$ cat config.mk
export PLATFORM = sky130hd
export DESIGN_NAME = ccEvaluator
export DESIGN_NICKNAME = d
export VERILOG_FILES = /design/src/rtl/ccEvalPkg.sv /design/src/rtl/ccControl.sv /design/src/rtl/ccDatapath.sv /design/src/rtl/ccEvaluator.sv
export SDC_FILE = /design/constraint.sdc
export NUM_CORES = 1
export LEC_CHECK = 0
export BUFFER_PORTS_ARGS = -buffer_cell sky130_fd_sc_hd__buf_4
export CORE_AREA = 5 5 86 88
export DETAILED_ROUTE_END_ITERATION = 8
export DIE_AREA = 0 0 91 93
export PLACE_DENSITY = 0.69
export SLEW_MARGIN = 20
export SYNTH_ARGS = -nofsm -noshare
export SYNTH_HDL_FRONTEND = slang
export SYNTH_SLANG_ARGS = --single-unit
$ cat constraint.sdc
create_clock -name clk -period 2.86 [get_ports clk]
set_input_delay 0 -clock clk [delete_from_list [all_inputs] [get_ports clk]]
set_output_delay 0 -clock clk [all_outputs]
set_load 0.03 [all_outputs]
$ cat src/rtl/ccEvalPkg.sv
package ccEvalPkg;

  localparam int unsigned FLAG_C    = 0;
  localparam int unsigned FLAG_V    = 1;
  localparam int unsigned FLAG_Z    = 2;
  localparam int unsigned FLAG_N    = 3;
  localparam int unsigned FLAG_X    = 4;
  localparam int unsigned FLAG_R    = 6;
  localparam int unsigned FLAG_BITS = 7;

  typedef enum logic [2:0] {
    OP_ADD   = 3'd0,
    OP_SUB   = 3'd1,
    OP_CMP   = 3'd2,
    OP_MCP   = 3'd3,
    OP_LOGIC = 3'd4,
    OP_MULS  = 3'd5,
    OP_MULU  = 3'd6,
    OP_LIVE  = 3'd7
  } opClass_e;

  typedef enum logic [1:0] {
    SZ_BYTE  = 2'd0,
    SZ_WORD  = 2'd1,
    SZ_DWORD = 2'd2,
    SZ_BAD   = 2'd3
  } size_e;

  // widthSel is one-hot: bit 0 byte, bit 1 half, bit 2 full width
  typedef struct packed {
    logic       addRules;
    logic       invSrc;
    logic       carryToR;
    logic       logicRules;
    logic       mulSigned;
    logic       mulUnsigned;
    logic       passThru;
    logic [2:0] widthSel;
  } ccStrobe_t;

endpackage

$ cat src/rtl/ccControl.sv
module ccControl
  import ccEvalPkg::*;
(
  input  opClass_e  opClass,
  input  size_e     sizeCode,
  output ccStrobe_t strobe
);

  logic [2:0] sizeSel;

  always_comb begin
    unique case (sizeCode)
      SZ_BYTE:  sizeSel = 3'b001;
      SZ_WORD:  sizeSel = 3'b010;
      SZ_DWORD: sizeSel = 3'b100;
      default:  sizeSel = 3'b000;
    endcase
  end

  always_comb begin
    strobe = '0;
    unique case (opClass)
      OP_ADD: begin
        strobe.addRules = 1'b1;
        strobe.widthSel = sizeSel;
      end
      OP_SUB, OP_CMP: begin
        strobe.addRules = 1'b1;
        strobe.invSrc   = 1'b1;
        strobe.widthSel = sizeSel;
      end
      OP_MCP: begin
        strobe.addRules = 1'b1;
        strobe.carryToR = 1'b1;
        strobe.widthSel = 3'b100;
      end
      OP_LOGIC: begin
        strobe.logicRules = 1'b1;
        strobe.widthSel   = sizeSel;
      end
      OP_MULS: strobe.mulSigned   = 1'b1;
      OP_MULU: strobe.mulUnsigned = 1'b1;
      default: strobe.passThru    = 1'b1;
    endcase
  end

endmodule

$ cat src/rtl/ccDatapath.sv
module ccDatapath
  import ccEvalPkg::*;
#(
  parameter int DATA_W = 32,
  parameter int STAT_W = 32
) (
  input  logic              clk,
  input  logic              rstN,
  input  ccStrobe_t         strobe,
  input  logic [DATA_W-1:0] srcVal,
  input  logic [DATA_W-1:0] dstVal,
  input  logic [DATA_W-1:0] resVal,
  input  logic [DATA_W-1:0] mofVal,
  input  logic [STAT_W-1:0] statusIn,
  input  logic [STAT_W-1:0] updMask,
  input  logic              xIn,
  output logic [STAT_W-1:0] statusNext
);

  localparam int HALF_W = DATA_W / 2;
  localparam int QUAR_W = DATA_W / 4;
  localparam int PROD_W = 2 * DATA_W;

  logic [DATA_W-1:0]    srcEff;
  logic                 signA, signD, signR, resZero, anyWidth;
  logic                 addN, addZ, addV, addCy;
  logic [PROD_W-1:0]    prodVal;
  logic                 prodZero;
  logic [FLAG_BITS-1:0] newFlags;
  logic [STAT_W-1:0]    effMask;
  logic [STAT_W-1:0]    flagsWide;

  assign srcEff   = strobe.invSrc ? ~srcVal : srcVal;
  assign anyWidth = |strobe.widthSel;

  // sign bits and zero test at the selected operand width
  assign signA = |(strobe.widthSel & {srcEff[DATA_W-1], srcEff[HALF_W-1], srcEff[QUAR_W-1]});
  assign signD = |(strobe.widthSel & {dstVal[DATA_W-1], dstVal[HALF_W-1], dstVal[QUAR_W-1]});
  assign signR = |(strobe.widthSel & {resVal[DATA_W-1], resVal[HALF_W-1], resVal[QUAR_W-1]});
  assign resZero = |(strobe.widthSel & {~|resVal, ~|resVal[HALF_W-1:0], ~|resVal[QUAR_W-1:0]});

  always_comb begin
    addN  = 1'b0;
    addZ  = 1'b0;
    addV  = 1'b0;
    addCy = 1'b0;
    if (anyWidth) begin
      if (signR) begin
        addN  = 1'b1;
        addV  = ~signA & ~signD;
        addCy = signA & signD;
      end else begin
        addZ  = resZero;
        addV  = signA & signD;
        addCy = signA | signD;
      end
      addCy = addCy ^ strobe.invSrc;
    end
  end

  assign prodVal  = {mofVal, resVal};
  assign prodZero = ~|prodVal;

  always_comb begin
    newFlags = '0;
    if (strobe.addRules) begin
      newFlags[FLAG_N] = addN;
      newFlags[FLAG_Z] = addZ;
      newFlags[FLAG_V] = addV;
      if (strobe.carryToR) newFlags[FLAG_R] = addCy;
      else                 newFlags[FLAG_C] = addCy;
    end else if (strobe.logicRules) begin
      newFlags[FLAG_N] = signR;
      newFlags[FLAG_Z] = anyWidth & ~signR & resZero;
    end else if (strobe.mulSigned) begin
      newFlags[FLAG_Z] = prodZero;
      newFlags[FLAG_N] = prodVal[PROD_W-1];
      newFlags[FLAG_V] = mofVal != {DATA_W{resVal[DATA_W-1]}};
    end else if (strobe.mulUnsigned) begin
      newFlags[FLAG_Z] = prodZero;
      newFlags[FLAG_N] = prodVal[PROD_W-1];
      newFlags[FLAG_V] = |mofVal;
    end
  end

  always_comb begin
    effMask         = updMask;
    effMask[FLAG_X] = 1'b1;
    if (xIn && newFlags[FLAG_Z]) effMask[FLAG_Z] = 1'b0;
  end

  assign flagsWide  = {{(STAT_W-FLAG_BITS){1'b0}}, newFlags} & effMask;
  assign statusNext = strobe.passThru ? statusIn : ((statusIn & ~effMask) | flagsWide);

  AST_NZ_EXCLUSIVE: assert property (@(posedge clk) disable iff (!rstN)
    !(newFlags[FLAG_N] && newFlags[FLAG_Z]));

  AST_UNMASKED_KEPT: assert property (@(posedge clk) disable iff (!rstN)
    !strobe.passThru |-> ((statusNext ^ statusIn) & ~(updMask | STAT_W'(1 << FLAG_X))) == '0);

  AST_Z_NOT_SET_EXT: assert property (@(posedge clk) disable iff (!rstN)
    (xIn && !statusIn[FLAG_Z]) |-> !statusNext[FLAG_Z]);

  AST_MCP_NO_C: assert property (@(posedge clk) disable iff (!rstN)
    strobe.carryToR |-> !newFlags[FLAG_C]);

endmodule

$ cat src/rtl/ccEvaluator.sv
module ccEvaluator
  import ccEvalPkg::*;
#(
  parameter int DATA_W  = 32,
  parameter int STAT_W  = 32,
  parameter bit REG_OUT = 1'b1
) (
  input  logic              clk,
  input  logic              rstN,
  input  logic [2:0]        opClass,
  input  logic [1:0]        sizeCode,
  input  logic [DATA_W-1:0] srcVal,
  input  logic [DATA_W-1:0] dstVal,
  input  logic [DATA_W-1:0] resVal,
  input  logic [DATA_W-1:0] mofVal,
  input  logic [STAT_W-1:0] statusIn,
  input  logic [STAT_W-1:0] updMask,
  input  logic              xIn,
  output logic [STAT_W-1:0] statusOut
);

  ccStrobe_t         strobe;
  logic [STAT_W-1:0] statusNext;

  ccControl i_control (
    .opClass  (opClass_e'(opClass)),
    .sizeCode (size_e'(sizeCode)),
    .strobe   (strobe)
  );

  ccDatapath #(
    .DATA_W (DATA_W),
    .STAT_W (STAT_W)
  ) i_datapath (
    .clk        (clk),
    .rstN       (rstN),
    .strobe     (strobe),
    .srcVal     (srcVal),
    .dstVal     (dstVal),
    .resVal     (resVal),
    .mofVal     (mofVal),
    .statusIn   (statusIn),
    .updMask    (updMask),
    .xIn        (xIn),
    .statusNext (statusNext)
  );

  generate
    if (REG_OUT) begin : g_regOut
      always_ff @(posedge clk) begin
        if (!rstN) statusOut <= '0;
        else       statusOut <= statusNext;
      end

      AST_LIVE_PASS: assert property (@(posedge clk) disable iff (!rstN)
        (opClass == 3'd7) |=> statusOut == $past(statusIn));

      AST_X_CLEARED: assert property (@(posedge clk) disable iff (!rstN)
        (opClass != 3'd7) |=> !statusOut[FLAG_X]);
    end else begin : g_combOut
      assign statusOut = statusNext;

      AST_LIVE_PASS: assert property (@(posedge clk) disable iff (!rstN)
        (opClass == 3'd7) |-> statusOut == statusIn);

      AST_X_CLEARED: assert property (@(posedge clk) disable iff (!rstN)
        (opClass != 3'd7) |-> !statusOut[FLAG_X]);
    end
  endgenerate

endmodule

Yosys cells after proc, flatten, opt, wreduce, memory -nomap -nowiden
Index checks and enable logic that the tools add are counted.

Equal/unequal tests: 9. Multiplexer cells: 29. Bitwise operators: 18. Reductions and logical operators: 21.

Operators by type and width (number): 2-to-1 mux 32 bit (2); NOT 32 bit (2); OR reduction 32 bit (2); OR reduction 64 bit (1); AND 32 bit (1); AND 7 x 32 -> 32 bit (1); != test 32 bit (1); OR 32 bit (1); 2-to-1 mux 1 bit (21); OR reduction 16 bit (1); OR reduction 3 bit (5); AND 3 bit (4); == test 3 bit, second input constant (3); 2-to-1 mux 3 bit (3); case mux 3 bit (3 select lines) (1); OR reduction 4 bit (2); OR reduction 8 bit (1); OR reduction 7 bit (1); == test 3 x 2 -> 1 bit, second input constant (2); case mux 3 bit (2 select lines) (1); AND 1 bit (4); zero test 1 bit (4); == test 3 x 1 -> 1 bit, second input constant (1); zero test 3 bit (1); 9 further kinds (11).

Flip-flop bits (word level): 32. Input bits: 200.

Longest topological paths before layout
Depth in word-level cells: 17. Mapped depth: 8.

Cells and area by module
Synthesis repeated with hierarchy kept, for this count alone.

Cell total of the unflattened synthesis: 188. Area, all modules: 1701.6 um^2.

Modules (own cells, without submodules): ccEvaluator (instances 1, cells each 67, area each 895.9 um^2, sequential area each 640.6 um^2); ccDatapath (instances 1, cells each 104, area each 691.9 um^2, sequential area each 0.0 um^2); ccControl (instances 1, cells each 17, area each 113.9 um^2, sequential area each 0.0 um^2).

Least setup slack after synthesis
OpenSTA, ideal clock, no wires.

Path type: in2reg. Start: in opClass[1]. End: reg statusOut[0]. Arrival time: 1.170 ns. Path slack: 1.561 ns. Cell stages on the path: 8. Buffers on the path: 1. Cells stage by stage: buf_6 > nand2b_4 > nand2_1 > a31oi_1 > o211a_2 > maj3_2 > o211ai_1 > o211ai_1.

Cells in the longest elaborated chain, start to end: 16. Elaborated cells between the ends (all ways): 34. Those cells by class: 6 x eq/ne; 11 x mux; 8 x bitwise; 9 x reduce/logical.

RTL lines: start, declared (line ccEvaluator.sv:10) `input logic [2:0] opClass,`; == test 3 x 1 -> 1 bit / == test 3 x 2 -> 1 bit (equally long branches) (line ccControl.sv:22) `unique case (opClass)`; OR reduction 2 bit; 2-to-1 mux 1 bit (line ccControl.sv:22); 2-to-1 mux 32 bit (line ccDatapath.sv:33) `assign srcEff = strobe.invSrc ? ~srcVal : srcVal;`; AND 3 bit (line ccDatapath.sv:37) `assign signA = |(strobe.widthSel & {srcEff[DATA_W-1], srcEff[HALF_W-1], srcEff[QUAR_W-1]});`; OR reduction 3 bit (line ccDatapath.sv:37); OR 1 bit / AND 1 bit (equally long branches) (line ccDatapath.sv:55, ccDatapath.sv:51); 2-to-1 mux 1 bit (line ccDatapath.sv:48) `if (signR) begin`; 2-to-1 mux 1 bit (line ccDatapath.sv:47) `if (anyWidth) begin`; bitwise XOR 1 bit (line ccDatapath.sv:57) `addCy = addCy ^ strobe.invSrc;`; 2-to-1 mux 1 bit (line ccDatapath.sv:47); 2-to-1 mux 1 bit (line ccDatapath.sv:70) `if (strobe.carryToR) newFlags[FLAG_R] = addCy;`; 2-to-1 mux 1 bit (line ccDatapath.sv:66) `if (strobe.addRules) begin`; AND 7 x 32 -> 32 bit (line ccDatapath.sv:92) `assign flagsWide = {{(STAT_W-FLAG_BITS){1'b0}}, newFlags} & effMask;`; OR 32 bit (line ccDatapath.sv:93) `assign statusNext = strobe.passThru ? statusIn : ((statusIn & ~effMask) | flagsWide);`; 2-to-1 mux 32 bit (*) (line ccDatapath.sv:93); end signal, assigned (line ccEvaluator.sv:52) `else statusOut <= statusNext;`; end, declared (line ccEvaluator.sv:19) `output logic [STAT_W-1:0] statusOut`.

Mark *: on every way between the ends. The rest lies on a longest branch, timed or not. The select of a mux whose other input is x is not followed. A chain may end at the register's enable or synchronous reset.

Worst setup path in the final report
Start: in opClass[0]. End: reg statusOut[22].

Cells in the longest elaborated chain, start to end: 3. Elaborated cells between the ends (all ways): 9. Those cells by class: 6 x eq/ne; 1 x mux; 2 x reduce/logical.

RTL lines (line): == test 3 x 1 -> 1 bit (tied with other cells) (ccControl.sv:22); OR reduction 7 bit (no source line) (*); 2-to-1 mux 32 bit (*) (ccDatapath.sv:93).

Mark *: on every way between the ends. The rest lies on a longest branch, timed or not.

==> flow_summary.ini <==
[clock_network]
cts.sinks = 32
clockRootBuffer = clkbuf_8
cts_inserted_buffers = 5
htreeDepth = 2
cts_setup_buffers = 0
clkTransAtPathRegs_ns = 0.07
clockBufferDepth = 2
cts_tree = built

[grt]
grt_pass1_wl_mm = 11.9
grt_pass1_vias = 2599
grt_max_degree = 34
overflow = 0
grtUsageTotal = 0.170
antenna_found_initial = 0

[setup_path]
end_kind = flip-flop
slowest_delay_ns = 0.59
crit_arrival_ns = 1.78
worst-path-max-fanout = 18
slowest_stage = dlygate4sd3_1
start_kind = input port
cp.required_ns = 3.06
worst-setup-path-type = input port to flip-flop
path_cells = buf_4, nand3_1, buf_4, a21oi_1, dlygate4sd3_1
crit_path_frequent_cell = buf_4

[logic_synthesis]
synth_top_family_by_area = simple AND/OR/NAND/NOR gates
synthCells = 203
synth_xor_area_frac = 0
ys_async_sr_fraction = 0
ys_warn_count = 0
synth_area_per_cell_um2 = 7.86
synth-simple-area-share = 0.303
ys_ff_latch = 32
syn-num-nets = 403
synthMuxAreaShare = 0.0188
synth_area_um2 = 1600
seq_area_frac_synth = 0.401
synth-adder-area-share = 0.00705
synth_edf_count = 0
synth_compound_area_frac = 0.218
synth_ff_type = dfxtp_1
synth_cell_types = 37

[timing]
timing.final.crit_share = 0.551
fin_setup_tns_ns = 0
final_max_slew_viol_count = 0
rsz0062_at_grt = false
finalHoldViolCount = 0
min_period_ns = 1.57
final-setup-viol-count = 0
hold_slack_ns = 0.00548
worstMarginPinSlew_ns = 0.573
slew_headroom = 0.617
fmax_mhz = 635

[die]
fp.coreArea_um2 = 6570
fp.dieH_um = 93
start_util = 0.243
die_w_um = 91
rows = 30
ios = 232
die_area_um2 = 8460

[power_and_ir_drop]
leakage_nw = 1.74
switching_share = 0.259
clkPwrFrac = 0.324
internal-power_mw = 0.959
peakVddDrop_v = 0.000300
pwr-share-seq = 0.367
combinationalPowerShare = 0.309
power_density_nw_per_um2 = 359
power.switching_mw = 0.334

[layout]
final_cell_mix = buf_4 (173), dlygate4sd3_1 (56), nand2_1 (38), a21oi_1 (33), dfxtp_1 (32)
final_nets = 628
largest_reg_flops = 32
syn_to_final_growth_pct = 126
drive_gt1_frac = 0.448
regMostFlops = statusOut
layout_commonest_cell = buf_4
reg_top3 = statusOut x32

[detailed_routing]
vias = 2430
drc = 0
post_drt_wl_per_cell_um = 14.8
wirelength_mm = 7.56
drtIter0Drc = 39
wirelength_met1_mm = 2.96
dr_wl_met3_um = 620
via_per_inst = 4.76
wl_met2_mm = 3.83
ant_nets = 0
top_layer_used = met4
first_pass_iters = 4

[place]
hpwl_mm = 5.76
gp_congestion = 0.825
port-buffer-count = 172

[hold_path]
hp-class = input port to flip-flop
hold_depth = 3

[run_status]
status = completed

[job]
cap_violations = 0
power groups by stage:
stage	Combinational [mW]	Sequential [mW]	Clock (mW)
finish	0.399	0.475	0.419
global route	0.430	0.477	0.454
global placement	0.337	0.484	0
floorplan	0.0852	0.531	0
detailed placement	0.342	0.485	0
CTS	0.400	0.474	0.434
worst paths after layout:
kind,to,from
hold / removal,statusOut[3],statusIn[3]
setup / recovery,statusOut[22],opClass[0]
metal layers:
layer | GRT usage | vias up
li1 | - | 1204
met1 | 0.188 | 1076
met2 | 0.306 | 140
met3 | 0.0531 | 10
met4 | 0.0599 | 0
met5 | 0 | -
area by class of cell:
| type | count | area [um2] |
|---|---|---|
| clock buffer | 6 | 72.6 |
| tap | 80 | 100 |
| timing repair buffer | 229 | 1860 |
| antenna | 1 | 2.50 |
| sequential | 32 | 641 |
| multi-input combinational | 155 | 872 |
| fill | 598 | 2970 |
| inverter | 5 | 18.8 |
| clock inverter | 2 | 35.0 |
worst max-delay path, delay by kind of cell:
family / cells / cell delay [ns]
AO/OA/AOI/OAI: 1 / 0.16
buffers and inverters: 3 / 1.16
AND/OR/NAND/NOR: 1 / 0.45
Yosys cell counts (all sizes together) (2+ instances only):
master	n	area share
o211ai	2	0.0094
dfxtp	32	0.40
nor3	2	0.0063
mux2i	3	0.019
nor2	10	0.027
inv	5	0.012
nand3	5	0.016
a21oi	33	0.10
a31oi	5	0.020
and2	2	0.0078
nand4	11	0.043
clkbuf	6	0.014
nand2b	2	0.013
o21ai	8	0.025
buf	5	0.027
nand2	38	0.089
nor4b	2	0.019
nor4	18	0.071
kinds of logic after synthesis:
family / after synthesis
compound gates: 59
fa+ha+maj: 1
buf+inv: 16
flops: 32
mux: 3
simple gates: 92
repair_timing:
action / CTS / global route
endpoints found under the hold margin: 30 / 0
hold buffers: 56 / 0
gates resized for setup: 0 / 0
metrics by stage:
step           power (mW)  utilization  std cells  worst slack (ns)  instance area [um2]
2_1_floorplan       0.616            -        203              1.56                 1600
3_3_place_gp        0.821        0.446        445              1.37                 2930
3_5_place_dp        0.827        0.446        445              1.33                 2930
4_1_cts              1.31        0.548        509              1.24                 3600
5_1_grt              1.36        0.548        509              1.13                 3600
6_report             1.29        0.548        510              1.29                 3600
Power figures use the tool's default switching activity.
